$ cat config.mk
export PLATFORM = sky130hd
export DESIGN_NAME = lux_i2c_regslave
export DESIGN_NICKNAME = d
export VERILOG_FILES = /design/src/rtl/lux_i2c_pkg.sv /design/src/rtl/i2c_line_sync.sv /design/src/rtl/i2c_byte_engine.sv /design/src/rtl/sensor_regfile.sv /design/src/rtl/lux_i2c_regslave.sv
export SDC_FILE = /design/constraint.sdc
export NUM_CORES = 1
export LEC_CHECK = 0
export ABC_AREA = 1
export ABC_CLOCK_PERIOD_IN_PS = 9200
export BUFFER_PORTS_ARGS = -buffer_cell sky130_fd_sc_hd__buf_2
export CAP_MARGIN = 20
export CORE_MARGIN = 1.5
export CORE_UTILIZATION = 63
export DETAILED_ROUTE_END_ITERATION = 10
export GPL_ROUTABILITY_DRIVEN = 0
export GPL_TIMING_DRIVEN = 0
export PLACE_DENSITY = 0.92
export SLEW_MARGIN = 10
export SYNTH_ARGS = -nofsm -noshare
export SYNTH_HDL_FRONTEND = slang
export SYNTH_SLANG_ARGS = --single-unit
export TNS_END_PERCENT = 1
$ cat constraint.sdc
create_clock -name clk -period 9.2 [get_ports clk]
set_input_delay 0.46 -clock clk [delete_from_list [all_inputs] [get_ports clk]]
set_output_delay 0.46 -clock clk [all_outputs]
set_load 0.05 [all_outputs]
$ cat src/rtl/lux_i2c_pkg.sv
package lux_i2c_pkg;
  localparam int unsigned BYTE_W    = 8;
  localparam int unsigned NUM_REGS  = 8;
  localparam int unsigned THR_BYTES = 4;
  localparam int unsigned THR_BASE  = 4;
  localparam logic [6:0]  DEV_ADDR  = 7'b1000100;

  typedef enum logic [3:0] {
    ST_IDLE, ST_DEV, ST_ACK_DEV, ST_REG, ST_ACK_REG,
    ST_WDATA, ST_ACK_W, ST_RDATA, ST_RACK, ST_SKIP
  } bus_st_e;
endpackage

$ cat src/rtl/i2c_line_sync.sv
module i2c_line_sync #(
  parameter int unsigned SYNC_STAGES = 2
) (
  input  logic clk,
  input  logic rst_n,
  input  logic scl_i,
  input  logic sda_i,
  output logic sda_lvl,
  output logic scl_rise,
  output logic scl_fall,
  output logic start_det,
  output logic stop_det
);
  logic [SYNC_STAGES-1:0] scl_sh, sda_sh;
  logic [SYNC_STAGES-1:0] scl_sh_n, sda_sh_n;
  logic scl_d, sda_d, scl_lvl;

  assign scl_sh_n = {scl_sh[SYNC_STAGES-2:0], scl_i};
  assign sda_sh_n = {sda_sh[SYNC_STAGES-2:0], sda_i};

  always_ff @(posedge clk or negedge rst_n) begin
    if (!rst_n) begin
      scl_sh <= '1;
      sda_sh <= '1;
      scl_d  <= 1'b1;
      sda_d  <= 1'b1;
    end else begin
      scl_sh <= scl_sh_n;
      sda_sh <= sda_sh_n;
      scl_d  <= scl_sh[SYNC_STAGES-1];
      sda_d  <= sda_sh[SYNC_STAGES-1];
    end
  end

  assign scl_lvl   = scl_sh[SYNC_STAGES-1];
  assign sda_lvl   = sda_sh[SYNC_STAGES-1];
  assign scl_rise  = scl_lvl & ~scl_d;
  assign scl_fall  = ~scl_lvl & scl_d;
  assign start_det = scl_lvl & scl_d & sda_d & ~sda_lvl;
  assign stop_det  = scl_lvl & scl_d & ~sda_d & sda_lvl;
endmodule

$ cat src/rtl/i2c_byte_engine.sv
module i2c_byte_engine
  import lux_i2c_pkg::*;
(
  input  logic              clk,
  input  logic              rst_n,
  input  logic              sda_lvl,
  input  logic              scl_rise,
  input  logic              scl_fall,
  input  logic              start_det,
  input  logic              stop_det,
  input  logic [BYTE_W-1:0] rd_byte,
  output logic [BYTE_W-1:0] ptr,
  output logic              wr_en,
  output logic [BYTE_W-1:0] wr_addr,
  output logic [BYTE_W-1:0] wr_data,
  output logic              sda_pull,
  output logic              clr_pulse
);
  localparam int unsigned CNT_W = $clog2(BYTE_W) + 1;
  localparam logic [CNT_W-1:0] LAST_BIT = CNT_W'(BYTE_W - 1);
  localparam logic [CNT_W-1:0] FULL     = CNT_W'(BYTE_W);

  bus_st_e           st_q, st_n;
  logic [CNT_W-1:0]  cnt_q, cnt_n;
  logic [BYTE_W-1:0] sh_q, sh_n;
  logic [BYTE_W-2:0] tx_q, tx_n;
  logic [BYTE_W-1:0] ptr_q, ptr_n;
  logic [BYTE_W-1:0] wa_q, wa_n, wd_q, wd_n;
  logic              we_q, we_n;
  logic              oe_q, oe_n;
  logic              clr_q, clr_n;
  logic              rw_q, rw_n;
  logic              nack_q, nack_n;

  always_comb begin
    st_n   = st_q;
    cnt_n  = cnt_q;
    sh_n   = sh_q;
    tx_n   = tx_q;
    ptr_n  = ptr_q;
    wa_n   = wa_q;
    wd_n   = wd_q;
    we_n   = 1'b0;
    oe_n   = oe_q;
    clr_n  = 1'b0;
    rw_n   = rw_q;
    nack_n = nack_q;
    if (start_det) begin
      st_n  = ST_DEV;
      cnt_n = '0;
      oe_n  = 1'b0;
    end else if (stop_det) begin
      st_n = ST_IDLE;
      oe_n = 1'b0;
    end else begin
      unique case (st_q)
        ST_DEV, ST_REG, ST_WDATA: begin
          if (scl_rise && cnt_q != FULL) begin
            sh_n  = {sh_q[BYTE_W-2:0], sda_lvl};
            cnt_n = cnt_q + 1'b1;
          end else if (scl_fall && cnt_q == FULL) begin
            if (st_q == ST_DEV) begin
              if (sh_q[BYTE_W-1:1] == DEV_ADDR) begin
                st_n = ST_ACK_DEV;
                oe_n = 1'b1;
                rw_n = sh_q[0];
              end else begin
                st_n = ST_SKIP;
              end
            end else if (st_q == ST_REG) begin
              ptr_n = sh_q;
              st_n  = ST_ACK_REG;
              oe_n  = 1'b1;
            end else begin
              we_n  = 1'b1;
              wa_n  = ptr_q;
              wd_n  = sh_q;
              clr_n = (ptr_q == '0);
              ptr_n = ptr_q + 1'b1;
              st_n  = ST_ACK_W;
              oe_n  = 1'b1;
            end
          end
        end
        ST_ACK_DEV: begin
          if (scl_fall) begin
            cnt_n = '0;
            if (rw_q) begin
              tx_n = rd_byte[BYTE_W-2:0];
              oe_n = ~rd_byte[BYTE_W-1];
              st_n = ST_RDATA;
            end else begin
              oe_n = 1'b0;
              st_n = ST_REG;
            end
          end
        end
        ST_ACK_REG, ST_ACK_W: begin
          if (scl_fall) begin
            oe_n  = 1'b0;
            cnt_n = '0;
            st_n  = ST_WDATA;
          end
        end
        ST_RDATA: begin
          if (scl_fall) begin
            if (cnt_q == LAST_BIT) begin
              oe_n  = 1'b0;
              st_n  = ST_RACK;
              clr_n = (ptr_q == '0);
              ptr_n = ptr_q + 1'b1;
            end else begin
              oe_n  = ~tx_q[BYTE_W-2];
              tx_n  = {tx_q[BYTE_W-3:0], 1'b0};
              cnt_n = cnt_q + 1'b1;
            end
          end
        end
        ST_RACK: begin
          if (scl_rise) begin
            nack_n = sda_lvl;
          end else if (scl_fall) begin
            if (!nack_q) begin
              tx_n  = rd_byte[BYTE_W-2:0];
              oe_n  = ~rd_byte[BYTE_W-1];
              cnt_n = '0;
              st_n  = ST_RDATA;
            end else begin
              st_n = ST_SKIP;
            end
          end
        end
        default: ;
      endcase
    end
  end

  always_ff @(posedge clk or negedge rst_n) begin
    if (!rst_n) begin
      st_q   <= ST_IDLE;
      cnt_q  <= '0;
      sh_q   <= '0;
      tx_q   <= '0;
      ptr_q  <= '0;
      wa_q   <= '0;
      wd_q   <= '0;
      we_q   <= 1'b0;
      oe_q   <= 1'b0;
      clr_q  <= 1'b0;
      rw_q   <= 1'b0;
      nack_q <= 1'b1;
    end else begin
      st_q   <= st_n;
      cnt_q  <= cnt_n;
      sh_q   <= sh_n;
      tx_q   <= tx_n;
      ptr_q  <= ptr_n;
      wa_q   <= wa_n;
      wd_q   <= wd_n;
      we_q   <= we_n;
      oe_q   <= oe_n;
      clr_q  <= clr_n;
      rw_q   <= rw_n;
      nack_q <= nack_n;
    end
  end

  assign ptr       = ptr_q;
  assign wr_en     = we_q;
  assign wr_addr   = wa_q;
  assign wr_data   = wd_q;
  assign sda_pull  = oe_q;
  assign clr_pulse = clr_q;


  clr_single_chk: assert property (@(posedge clk) disable iff (!rst_n)
    clr_q |=> !clr_q);

  skip_released_chk: assert property (@(posedge clk) disable iff (!rst_n)
    (st_q == ST_SKIP) |-> !oe_q);

  start_restart_chk: assert property (@(posedge clk) disable iff (!rst_n)
    start_det |=> (st_q == ST_DEV) && !oe_q && (cnt_q == '0));
endmodule

$ cat src/rtl/sensor_regfile.sv
module sensor_regfile
  import lux_i2c_pkg::*;
(
  input  logic              clk,
  input  logic              rst_n,
  input  logic              wr_en,
  input  logic [BYTE_W-1:0] wr_addr,
  input  logic [BYTE_W-1:0] wr_data,
  input  logic [BYTE_W-1:0] rd_addr,
  input  logic [15:0]       conv_data,
  input  logic              irq_flag,
  output logic [BYTE_W-1:0] rd_byte,
  output logic [2:0]        mode_o,
  output logic [1:0]        persist_o,
  output logic [1:0]        resol_o,
  output logic [1:0]        range_o,
  output logic [15:0]       thr_lo_o,
  output logic [15:0]       thr_hi_o
);
  logic [2:0] mode_q, mode_n;
  logic [1:0] pers_q, pers_n;
  logic [3:0] setup_q, setup_n;
  logic [BYTE_W-1:0] thr_q [THR_BYTES];

  always_comb begin
    mode_n  = mode_q;
    pers_n  = pers_q;
    setup_n = setup_q;
    if (wr_en && wr_addr == 8'h00) begin
      mode_n = wr_data[7:5];
      pers_n = wr_data[1:0];
    end
    if (wr_en && wr_addr == 8'h01) begin
      setup_n = wr_data[3:0];
    end
  end

  always_ff @(posedge clk or negedge rst_n) begin
    if (!rst_n) begin
      mode_q  <= '0;
      pers_q  <= '0;
      setup_q <= '0;
    end else begin
      mode_q  <= mode_n;
      pers_q  <= pers_n;
      setup_q <= setup_n;
    end
  end

  for (genvar g = 0; g < THR_BYTES; g++) begin : g_thr
    localparam logic [BYTE_W-1:0] ADR = BYTE_W'(THR_BASE + g);
    localparam logic [BYTE_W-1:0] RST = (g >= THR_BYTES / 2) ? '1 : '0;
    logic [BYTE_W-1:0] nxt;
    always_comb nxt = (wr_en && wr_addr == ADR) ? wr_data : thr_q[g];
    always_ff @(posedge clk or negedge rst_n) begin
      if (!rst_n) thr_q[g] <= RST;
      else        thr_q[g] <= nxt;
    end
  end

  always_comb begin
    unique case (rd_addr)
      8'h00:   rd_byte = {mode_q, 2'b00, irq_flag, pers_q};
      8'h01:   rd_byte = {4'h0, setup_q};
      8'h02:   rd_byte = conv_data[7:0];
      8'h03:   rd_byte = conv_data[15:8];
      8'h04:   rd_byte = thr_q[0];
      8'h05:   rd_byte = thr_q[1];
      8'h06:   rd_byte = thr_q[2];
      8'h07:   rd_byte = thr_q[3];
      default: rd_byte = '0;
    endcase
  end

  assign mode_o    = mode_q;
  assign persist_o = pers_q;
  assign resol_o   = setup_q[3:2];
  assign range_o   = setup_q[1:0];
  assign thr_lo_o  = {thr_q[1], thr_q[0]};
  assign thr_hi_o  = {thr_q[3], thr_q[2]};


  high_ptr_ignored_chk: assert property (@(posedge clk) disable iff (!rst_n)
    (wr_en && wr_addr >= NUM_REGS) |=> $stable(thr_lo_o) && $stable(thr_hi_o)
      && $stable(mode_o) && $stable(persist_o) && $stable(resol_o) && $stable(range_o));

  data_ro_chk: assert property (@(posedge clk) disable iff (!rst_n)
    (wr_en && (wr_addr == 8'h02 || wr_addr == 8'h03)) |=> $stable(thr_lo_o)
      && $stable(thr_hi_o) && $stable(mode_o) && $stable(resol_o));

  thr_write_chk: assert property (@(posedge clk) disable iff (!rst_n)
    (wr_en && wr_addr == 8'h04) |=> thr_lo_o[7:0] == $past(wr_data));

  mode_write_chk: assert property (@(posedge clk) disable iff (!rst_n)
    (wr_en && wr_addr == 8'h00) |=> mode_o == $past(wr_data[7:5]));
endmodule

$ cat src/rtl/lux_i2c_regslave.sv
module lux_i2c_regslave
  import lux_i2c_pkg::*;
#(
  parameter int unsigned SYNC_STAGES = 2
) (
  input  logic        clk,
  input  logic        rst_n,
  input  logic        scl_i,
  input  logic        sda_i,
  output logic        sda_pull_o,
  input  logic [15:0] conv_data_i,
  input  logic        irq_flag_i,
  output logic [2:0]  mode_o,
  output logic [1:0]  persist_o,
  output logic [1:0]  resol_o,
  output logic [1:0]  range_o,
  output logic [15:0] thr_lo_o,
  output logic [15:0] thr_hi_o,
  output logic        irq_clr_o
);
  logic [1:0] rst_sync;
  logic       rst_core_n;

  always_ff @(posedge clk or negedge rst_n) begin
    if (!rst_n) rst_sync <= 2'b00;
    else        rst_sync <= {rst_sync[0], 1'b1};
  end
  assign rst_core_n = rst_sync[1];

  logic sda_lvl, scl_rise, scl_fall, start_det, stop_det;
  logic [BYTE_W-1:0] rd_byte, ptr, wr_addr, wr_data;
  logic wr_en;

  i2c_line_sync #(.SYNC_STAGES(SYNC_STAGES)) u_sync (
    .clk(clk), .rst_n(rst_core_n), .scl_i(scl_i), .sda_i(sda_i),
    .sda_lvl(sda_lvl), .scl_rise(scl_rise), .scl_fall(scl_fall),
    .start_det(start_det), .stop_det(stop_det)
  );

  i2c_byte_engine u_eng (
    .clk(clk), .rst_n(rst_core_n), .sda_lvl(sda_lvl), .scl_rise(scl_rise),
    .scl_fall(scl_fall), .start_det(start_det), .stop_det(stop_det),
    .rd_byte(rd_byte), .ptr(ptr), .wr_en(wr_en), .wr_addr(wr_addr),
    .wr_data(wr_data), .sda_pull(sda_pull_o), .clr_pulse(irq_clr_o)
  );

  sensor_regfile u_regs (
    .clk(clk), .rst_n(rst_core_n), .wr_en(wr_en), .wr_addr(wr_addr),
    .wr_data(wr_data), .rd_addr(ptr), .conv_data(conv_data_i),
    .irq_flag(irq_flag_i), .rd_byte(rd_byte), .mode_o(mode_o),
    .persist_o(persist_o), .resol_o(resol_o), .range_o(range_o),
    .thr_lo_o(thr_lo_o), .thr_hi_o(thr_hi_o)
  );
endmodule

==> run metrics, run 1 <==
outcome finished, final reports clean; TNS Setup 0 ns; register area share after synthesis 48.3%; Main synth FF type dfrtp_1; Fill cells 597; TritonCTS buffer count 9; dpl cells 875; Remaining Overflow, GRT 0; final-report max-slew violation count 0; Gate power share 42.0%; Nets approximately 810; Mapped Avg Cell Area 7.50 um2; Detailed Place HPWL 10700 um; Post-Place Setup Slack 7.12 ns; Ys Warns 0; num ports 64; Critical Path Start Type register; Synth Net Count roughly 730; # diodes 0; Critical Path AT 2.44 ns; Worst Path Required between 9 and 10 ns; final std cell area, no fill ~6000 um2; ys async rst share 100%; Die Wd around 95 um; Residual DRC 0; Cell Area, Synth ~5300 um2; proportion of power drawn by the clock network between 10% and 20%; # rows 33; worst skew pair latency between 0.3 and 0.4 ns; Cells after Synth a little over 700; vias in the first global route ~4900; Vias 5255; clock root buffer clkbuf_8; Pint 796 uW; final setup vio count 0; CTS tree yes; PD cells between 200 and 250 nW/um2; Overall Power roughly 1.4 mW; 1st-iter DRT viols a little under 700; Core ar. ~8000 um2; peak supply drop 0.119 mV; min cycle time layout about 2.1 ns; net switching power figure 619 uW; Area after DPL a little under 6000 um2; CP max FO 8; drt first pass iters 6; post-route ant nets 0; Worst Setup Path Type register to register; initial core utilization 64.8%; fmax between 400 and 500 MHz; vias per std cell around 5.9; area grow syn2layout 12.5%; Crit. End Element register; post-DR wirelength/cell roughly 16 um; fin crit share 23.2%; layout cells sized above 1 ~17%; leak pwr between 3 and 4 nW; Non-Filler Instances slightly below 900; switching share of power a little over two fifths; Post-CTS Setup Inserts 0; Slew headroom 51.8%; clock-pin slew on the worst setup and hold paths around 0.10 ns; Worst Skew approximately 0.015 ns; WL final between 10000 and 15000 um; WHS approximately 0.18 ns; Final Util around 73%; pin count of the biggest net entering global routing 52; post-synth cell types 31; H-tree depth 3; Hold Path Class input port to register; die footprint between 8000 and 9000 um2; Port Buffer Count between 60 and 70; RSZ-0062 raised after global routing no; Sink Count just over 100; CTS Buffer Depth 2; Fin. Hold Viols 0; Tightest Pin Transition just over 0.7 ns; Total Routing Usage GR roughly a third; first-pass GRT wire length around 24000 um; max-cap viol count 0; Post-synth EDFFs 0; Reg power frac a little under 40%; number of synthesized register bits a little over 100; chip height ~95 um; initial antenna violation count 0; Worst Slack Setup Final 7.06 ns
## worst max-delay path, cell delays in order, from the launching register on
cell,delay [ns]
dfrtp_1,0.42
inv_1,0.16
ha_1,0.19
nand3_1,0.11
nor2_1,0.59
nand2_1,0.11
nand2_1,0.15
nor2_1,0.06
nand2_1,0.09
nand2_1,0.06
a21oi_1,0.12
## cells by family (layout without fill, tap and decap cells)
family          count (synthesis)  in the layout  synth area share (%)
xor+xnor                        5              5                 0.827
other cells                     1              1                0.0708
fa+ha+maj                       6              6                  1.42
flops                         101            101                  48.3
buf+inv                        85            166                  6.71
simple gates                  403            403                  32.6
compound gates                105            105                  10.1
## Yosys cell counts (2+ instances only)
cell type | count | area share [%]
a21oi_1 | 9 | 0.85
buf_2 | 2 | 0.19
buf_6 | 4 | 0.85
clkbuf_1 | 9 | 0.64
dfrtp_1 | 78 | 37
dfstp_2 | 23 | 11
ha_1 | 6 | 1.4
inv_1 | 63 | 4.5
inv_2 | 5 | 0.35
nand2_1 | 247 | 18
nand2_2 | 4 | 0.47
nand3_1 | 49 | 4.6
nand3_2 | 4 | 0.76
nand4_1 | 13 | 1.5
nor2_1 | 66 | 4.7
nor2_2 | 6 | 0.71
nor2_4 | 2 | 0.43
nor3_1 | 5 | 0.47
nor3_2 | 2 | 0.38
o21ai_0 | 85 | 8.0
o21ai_1 | 9 | 0.85
o21ai_2 | 2 | 0.33
xor2_1 | 5 | 0.83
## per-layer routing
metal | share of wire [%] | global-route usage [%] | vias to the layer above
li1 | - | - | 2415
met1 | 39 | 44.7 | 2447
met2 | 47 | 53.7 | 330
met3 | 10 | 7.65 | 63
met4 | 3.9 | 16.9 | 0
met5 | 0 | 0 | -
## worst paths after layout
kind	from	to	slack, ns	cells past startpoint
setup / recovery	u_eng.ptr[0]	u_eng.tx_q[1]	7.06	10
hold / removal	scl_i	u_sync.scl_sh[0]	0.18	1
setup reg to reg	u_eng.ptr[0]	u_eng.tx_q[1]	7.06	10
hold reg to reg	u_sync.scl_sh[0]	u_sync.scl_sh[1]	0.36	0
max in group asynchronous	rst_sync[1]	u_eng.nack_q	8.09	1
min in group asynchronous	rst_sync[1]	u_regs.thr_lo_o[10]	0.37	0
## state kept, by name (all words and copies together), names as in the netlist
name	cells
rst_sync	2
u_eng.clr_pulse	1
u_eng.cnt_q	4
u_eng.nack_q	1
u_eng.ptr	8
u_eng.rw_q	1
u_eng.sda_pull	1
u_eng.sh_q	8
u_eng.st_q	4
u_eng.tx_q	7
u_eng.wr_addr	8
u_eng.wr_data	8
u_eng.wr_en	1
u_regs.mode_o	3
u_regs.persist_o	2
u_regs.setup_q	4
u_regs.thr_hi_o	16
u_regs.thr_lo_o	16
u_sync.scl_d	1
u_sync.scl_sh	2
u_sync.sda_d	1
u_sync.sda_sh	2
## repair_timing
action | CTS | global route
endpoints found under the hold margin | 2 | 0
gates resized for setup | 0 | 0
hold buffers | 1 | 0
## area by class of cell
class / instances / area [um2] / area share, %
clock buffers: 11 / 131 / 2.21
multi-input cells: 520 / 2380 / 40.0
plain buffers: 16 / 96.3 / 1.62
well taps: 105 / 131 / 2.21
flip-flops and latches: 101 / 2560 / 43.0
clock inverters: 5 / 42.5 / 0.714
inverters: 69 / 259 / 4.35
repair buffers: 65 / 353 / 5.92
## power by group through the flow
stage               Sequential, mW  Clock (mW)  Combinational (mW)
floorplan                    0.560           0               0.435
global placement             0.563           0               0.536
detailed placement           0.564           0               0.574
CTS                          0.556       0.266               0.578
global route                 0.566       0.289               0.664
finish                       0.558       0.263               0.594
## placed cells by master, fill, tap and decap left out, types with 2 or more instances in the layout
cell / n
xor2_1: 5
buf_6: 4
nor2_4: 2
nand3_2: 4
clkbuf_8: 9
nand4_1: 13
nand3_1: 49
nor2_2: 6
a21oi_1: 9
inv_2: 5
buf_2: 65
o21ai_0: 85
nor3_1: 5
dfstp_2: 23
o21ai_2: 2
clkbuf_1: 11
nor2_1: 66
inv_6: 3
nand2_1: 247
ha_1: 6
inv_1: 63
o21ai_1: 9
nor3_2: 2
nand2_2: 4
dfrtp_1: 77
Power figures use the tool's default switching activity.
==> run 2: changes to the inputs <==
--- a/config.mk
+++ b/config.mk
@@ -5,16 +5,16 @@
 export SDC_FILE = /design/constraint.sdc
 export NUM_CORES = 1
 export LEC_CHECK = 0
-export ABC_AREA = 1
-export ABC_CLOCK_PERIOD_IN_PS = 9200
+export ABC_AREA = 0
+export ABC_CLOCK_PERIOD_IN_PS = 1800
 export BUFFER_PORTS_ARGS = -buffer_cell sky130_fd_sc_hd__buf_2
 export CAP_MARGIN = 20
 export CORE_MARGIN = 1.5
-export CORE_UTILIZATION = 63
+export CORE_UTILIZATION = 52
 export DETAILED_ROUTE_END_ITERATION = 10
 export GPL_ROUTABILITY_DRIVEN = 0
 export GPL_TIMING_DRIVEN = 0
-export PLACE_DENSITY = 0.92
+export PLACE_DENSITY = 0.83
 export SLEW_MARGIN = 10
 export SYNTH_ARGS = -nofsm -noshare
 export SYNTH_HDL_FRONTEND = slang
==> constraint.sdc (replaced) <==
create_clock -name clk -period 1.8 [get_ports clk]
set_input_delay 0.09 -clock clk [delete_from_list [all_inputs] [get_ports clk]]
set_output_delay 0.09 -clock clk [all_outputs]
set_load 0.05 [all_outputs]
==> run metrics, run 2 <==
outcome finished with violations; violated checks setup timing; H-tree depth 3 (unchanged); RSZ-0062 raised after global routing yes; pin count of the biggest net entering global routing 52 (unchanged); worst hold stages 6 (+5); vias in the first global route 4025 (-18%); Core ar. 9280 um2 (+14%); CTS tree yes; Main synth FF type dfrtp_1; Die Wd 101 um (+6.8%); Final Util 67.5% (-5.3 points); final setup vio count 78 (+78); num ports 64 (unchanged); CTS Buffer Depth 2 (unchanged); Worst Path Required 2.10 ns (-7.40 ns); initial antenna violation count 0 (unchanged); synth top area cells dfrtp_1 (39%), mux2_2 (16%), dfstp_2 (12%), a22o_1 (2.8%), a21oi_1 (2.5%); worst skew pair latency 0.38 ns (about the same); final-report max-slew violation count 0 (unchanged); vias per std cell 6.31 (+7.1%); initial core utilization 54.0% (-11 points); number of synthesized register bits 101 (unchanged); post-DR wirelength/cell 20.9 um (+30%); Ys Warns 0 (unchanged); top-count cell post-synth dfrtp_1; hold path endpoint u_eng.tx_q[0]; WL final 13700 um (-4.1%); die footprint 10200 um2 (+14%); first-pass GRT wire length 21300 um (-9.5%); drt first pass iters 5 (-1); layout cells sized above 1 50.5% (+33 points); Worst Setup Path Type register to register; clock root buffer clkbuf_8; FF-to-FF setup slack -0.45 ns (-7.51 ns); TritonCTS buffer count 9 (unchanged); fin crit share 125% (+100 points); multi-input logic area 2620 um2 (+10%); Hold Path Class input port to register; Area after DPL 5520 um2 (-4.4%); Residual DRC 0 (unchanged); Total Routing Usage GR 27.2% (-7.0 points); Detailed Place HPWL 8740 um (-18%); min cycle time layout 2.25 ns (+0.111 ns); Critical Path AT 2.55 ns (+0.11 ns); Reg2Reg Capture Point u_eng.ptr[5]; Cells after Synth 428 (-39%); Post-synth EDFFs 0 (unchanged); PD cells 690 nW/um2 (+190%); # diodes 0 (unchanged); Synth Net Count 455 (-38%); Nets 551 (-32%); min-delay src conv_data_i[8]; Slew headroom 56.1% (+4.3 points); Worst Skew 0.0168 ns (+0.00186 ns); sequential standard cell area 2560 um2 (+0.15%); Tightest Pin Transition 0.658 ns (-0.0624 ns); clock-pin slew on the worst setup and hold paths 0.11 ns (about the same); commonest cells after routing, fill and taps aside dfrtp_1 (74), mux2_2 (63), buf_2 (63); Fill cells 674 (+13%); Sink Count 101 (unchanged); Critical Path Start Type register; worst reg2reg path depth 7 (-3); peak supply drop 0.438 mV (+270%); 1st-iter DRT viols 417 (-38%); max-cap viol count 0 (unchanged); fmax 445 MHz (-4.9%); chip height 101 um (+6.8%); Worst R2R Start u_sync.scl_d; Mapped Avg Cell Area 11.7 um2 (+56%); post-synth cell types 61 (+97%); Cell Area, Synth 5010 um2 (-5.4%); Crit. End Element register; Worst Slack Setup Final -0.448 ns (-7.51 ns); Port Buffer Count 63 (unchanged); Vias 4151 (-21%); Yosys top cell area share 39.0% (+2.1 points); Remaining Overflow, GRT 0 (unchanged); top cells by count, synth dfrtp_1 (78), mux2_2 (73), a21oi_1 (25); Yosys top cell by area dfrtp_1; final std cell area, no fill 6270 um2 (+5.3%); ys async rst share 100% (unchanged); post-route ant nets 0 (unchanged); CP max FO 5 (-3); area grow syn2layout 25.1%; commonest non-fill, non-tap cell in the layout dfrtp_1; register area share after synthesis 51.0% (+2.7 points); leak pwr 2.91 nW (-4.3%); # rows 35 (+6.1%); Fin. Hold Viols 0 (unchanged); TNS Setup -20.87 ns (-20.87 ns); Overall Power 4.33 mW (+210%)
-- run 2: changes by cell type after synthesis, moves of 8 or more --
cell,change
o21ai_0,-62
mux2_2,+73
nor2_1,-52
nand3_1,-38
nand2_1,-225
o21ai_1,-8
a22o_1,+16
inv_1,-55
nand4_1,-12
a21oi_1,+16
-- run 2: power by group --
group	switching (mW)	leakage [nW]	total, mW	internal [mW]
clock network	0.896	0.101	1.45	0.552
registers	0.108	1.31	2.44	2.34
logic	0.235	1.49	0.436	0.201
-- run 2: worst max-delay path: stages (launching register included) --
cell and delay, ns:
dfstp_2 0.58, nand2b_1 0.19, or4b_4 0.62, a221oi_4 0.32, buf_4 0.17, buf_6 0.10, a21oi_1 0.06, a21oi_1 0.12
-- run 2: metal layers --
| metal | up-vias | wire length (um) | track usage, % |
|---|---|---|---|
| li1 | 1791 | - | - |
| met1 | 2073 | 5460 | 37.5 |
| met2 | 244 | 6960 | 44.8 |
| met3 | 43 | 995 | 3.86 |
| met4 | 0 | 339 | 8.55 |
| met5 | - | 0 | 0 |
-- run 2: timing repair --
action | CTS | global route
buffers inserted | 10 | 6
hold buffers | 4 | 0
pin swaps | 12 | 12
gates resized for setup | 60 | 48
gates cloned | 1 | 1
setup endpoints to repair | 88 | 92
hold endpoints to repair | 4 | 0
-- run 2: worst max-delay path by stage --
stage              startpoint               end  slack (ns)  cells past startpoint
3_5_place_dp     u_eng.ptr[0]    u_eng.sda_pull       -0.73                      8
6_report         u_sync.scl_d      u_eng.ptr[5]       -0.45                      7
5_1_grt        u_eng.cnt_q[0]      u_eng.ptr[5]       -0.53                      9
4_1_cts        u_eng.cnt_q[1]      u_eng.ptr[0]       -0.42                      8
2_1_floorplan  u_eng.cnt_q[0]  u_eng.wr_addr[7]       -0.31                      7
3_3_place_gp     u_eng.ptr[0]    u_eng.sda_pull       -0.71                      8
-- run 2: layout make-up --
| cell class | count | share of cell area (%) |
|---|---|---|
| Timing Repair Buffer | 86 | 8.76 |
| Buffer | 22 | 2.31 |
| Inverter | 8 | 0.479 |
| Sequential cell | 101 | 40.9 |
| Multi-Input combinational cell | 296 | 41.8 |
| Clock buffer | 9 | 1.98 |
| Tap cell | 129 | 2.57 |
| Clock inverter | 7 | 1.18 |
-- run 2: logic make-up after synthesis --
logic type,count (synthesis),synth area share (%)
compound gates,111,15.8
flops,101,51.0
simple gates,101,11.6
mux,76,17.0
buf+inv,31,2.80
fa+ha+maj,6,1.50
other cells,1,0.0748
xor+xnor,1,0.175
-- run 2: stage by stage --
stage	setup slack, ns	std cells	hold WS (ns)
3_5_place_dp	-0.728	621	-0.120
4_1_cts	-0.424	651	0.295
5_1_grt	-0.534	658	0.351
3_3_place_gp	-0.708	620	-0.121
6_report	-0.448	658	0.317
2_1_floorplan	-0.315	428	-0.206
==> run 3: changes to the inputs <==
--- a/config.mk
+++ b/config.mk
@@ -6,15 +6,15 @@
 export NUM_CORES = 1
 export LEC_CHECK = 0
 export ABC_AREA = 0
-export ABC_CLOCK_PERIOD_IN_PS = 1800
+export ABC_CLOCK_PERIOD_IN_PS = 2100
 export BUFFER_PORTS_ARGS = -buffer_cell sky130_fd_sc_hd__buf_2
 export CAP_MARGIN = 20
 export CORE_MARGIN = 1.5
-export CORE_UTILIZATION = 52
+export CORE_UTILIZATION = 58
 export DETAILED_ROUTE_END_ITERATION = 10
 export GPL_ROUTABILITY_DRIVEN = 0
 export GPL_TIMING_DRIVEN = 0
-export PLACE_DENSITY = 0.83
+export PLACE_DENSITY = 0.87
 export SLEW_MARGIN = 10
 export SYNTH_ARGS = -nofsm -noshare
 export SYNTH_HDL_FRONTEND = slang
==> constraint.sdc (replaced) <==
create_clock -name clk -period 2.1 [get_ports clk]
set_input_delay 0.105 -clock clk [delete_from_list [all_inputs] [get_ports clk]]
set_output_delay 0.105 -clock clk [all_outputs]
set_load 0.05 [all_outputs]
==> run metrics, run 3 (same netlist as run 2, synthesis figures left out) <==
outcome finished with violations; violated checks setup timing; Worst Path Required 2.38 ns (+0.28 ns); initial antenna violation count 0 (unchanged); 1st-iter DRT viols 386 (-7.4%); min cycle time layout 2.28 ns (+0.0360 ns); CTS tree yes; fin crit share 109% (-16 points); die footprint 9210 um2 (-10%); Core ar. 8300 um2 (-11%); clock root buffer clkbuf_8; # diodes 0 (unchanged); pin count of the biggest net entering global routing 68 (+31%); CP max FO 5 (unchanged); max-cap viol count 0 (unchanged); Critical Path Start Type register; TNS Setup -3.08 ns (+17.79 ns); Port Buffer Count 63 (unchanged); Residual DRC 0 (unchanged); RSZ-0062 raised after global routing yes; area grow syn2layout 18.1%; chip height 96.0 um (-5.2%); Slew headroom 42.5% (-14 points); initial core utilization 60.4% (+6.4 points); vias in the first global route 4051 (+0.65%); fmax 438 MHz (-1.6%); commonest non-fill, non-tap cell in the layout dfrtp_1; Sink Count 101 (unchanged); WL final 13100 um (-4.6%); CTS Buffer Depth 2 (unchanged); vias per std cell 6.51 (+3.2%); Worst Setup Path Type register to register; TritonCTS buffer count 9 (unchanged); leak pwr 2.79 nW (-4.0%); Crit. End Element register; layout cells sized above 1 45.1% (-5.3 points); WHS 0.0438 ns (-0.273 ns); Total Routing Usage GR 29.6% (+2.5 points); Fin. Hold Viols 0 (unchanged); Remaining Overflow, GRT 0 (unchanged); Die Wd 96.0 um (-5.2%); Nets 536 (-2.7%); post-DR wirelength/cell 21.2 um (+1.4%); final-report max-slew violation count 0 (unchanged); clock-pin slew on the worst setup and hold paths 0.10 ns (about the same); num ports 64 (unchanged); Critical Path AT 2.57 ns (+0.02 ns); first-pass GRT wire length 20400 um (-3.9%); PD cells 622 nW/um2 (-9.8%); commonest cells after routing, fill and taps aside dfrtp_1 (74), mux2_2 (67), buf_2 (66); worst skew pair latency 0.37 ns (about the same); Tightest Pin Transition 0.860 ns (+0.201 ns); H-tree depth 3 (unchanged); Hold Path Class input port to asynchronous set/reset pin; post-route ant nets 0 (unchanged); final setup vio count 36 (-54%); peak supply drop 0.474 mV (+8.3%); # rows 33 (-5.7%); Worst Skew 0.0103 ns (-0.00644 ns); Vias 4030 (-2.9%); drt first pass iters 6 (+1); Worst Slack Setup Final -0.184 ns (+0.264 ns); Detailed Place HPWL 8890 um (+1.6%); Fill cells 551 (-18%)
## run 3: cell types whose count changed in the layout (fill, tap and decap cells not counted), sizes merged, moves of 2 or more
| cell | delta |
|---|---|
| clkinv | -2 |
| clkbuf | +2 |
| inv | -2 |
| clkinvlp | +3 |
| buf | -16 |
## run 3: per-layer routing
metal	GRT usage, %	part of all wire (%)	routed length, um
met4	9.93	1.6	210
met1	36.4	39	5150
met3	7.98	7.8	1020
met5	0	0	0
met2	50.4	51	6730
## run 3: power by group
group / total [mW] / switching [mW] / internal, mW
logic: 0.317 / 0.184 / 0.133
clock network: 1.29 / 0.719 / 0.568
registers: 2.08 / 0.0772 / 2.00
## run 3: area by class of cell
type	count	area (um2)	area share, %
multi-input cells	296	2430	41.1
clock buffers	9	124	2.09
well taps	105	131	2.22
plain buffers	22	149	2.52
flip-flops and latches	101	2560	43.3
repair buffers	71	407	6.87
inverters	8	30.0	0.507
clock inverters	7	81.3	1.37
## run 3: worst max-delay path, cell delays in order (launching register included)
cell and delay (ns):
dfrtp_1 0.43, inv_1 0.08, ha_2 0.18, nand3b_1 0.15
or4b_4 0.57, a221oi_4 0.40, buf_4 0.19, a21oi_1 0.06
a21oi_1 0.15
## run 3: final timing paths
| check | startpoint | to | slack, ns | cells after the start |
|---|---|---|---|---|
| max | u_eng.cnt_q[0] | u_eng.ptr[3] | -0.18 | 8 |
| min | rst_n | rst_sync[1] | 0.04 | 2 |
| max reg2reg | u_eng.cnt_q[0] | u_eng.ptr[3] | -0.18 | 8 |
| min reg2reg | rst_sync[1] | u_eng.wr_addr[6] | 0.29 | 0 |
| max in group asynchronous | rst_sync[1] | u_regs.thr_hi_o[15] | 1.10 | 1 |
| min in group clk | rst_sync[0] | rst_sync[1] | 0.36 | 0 |
## run 3: metrics by stage
stage               util (%)  worst slack, ns  cell area [um2]  total power, mW  instances
floorplan                  -          -0.0145             5010             2.30        428
global placement        65.8           -0.387             5460             2.38        596
CTS                     70.7           -0.147             5870             3.67        619
detailed placement      66.1           -0.456             5490             2.40        597
global route            71.3           -0.299             5920             3.81        619
finish                  71.3           -0.184             5920             3.68        619
## run 3: what timing repair did
action / in CTS / in global routing
endpoints found under the setup margin: 56 / 55
pin swaps: 7 / 4
resized for setup: 35 / 19
hold buffers: 3 / 0
setup buffers: 4 / 0
hold endpoints to repair: 4 / 0
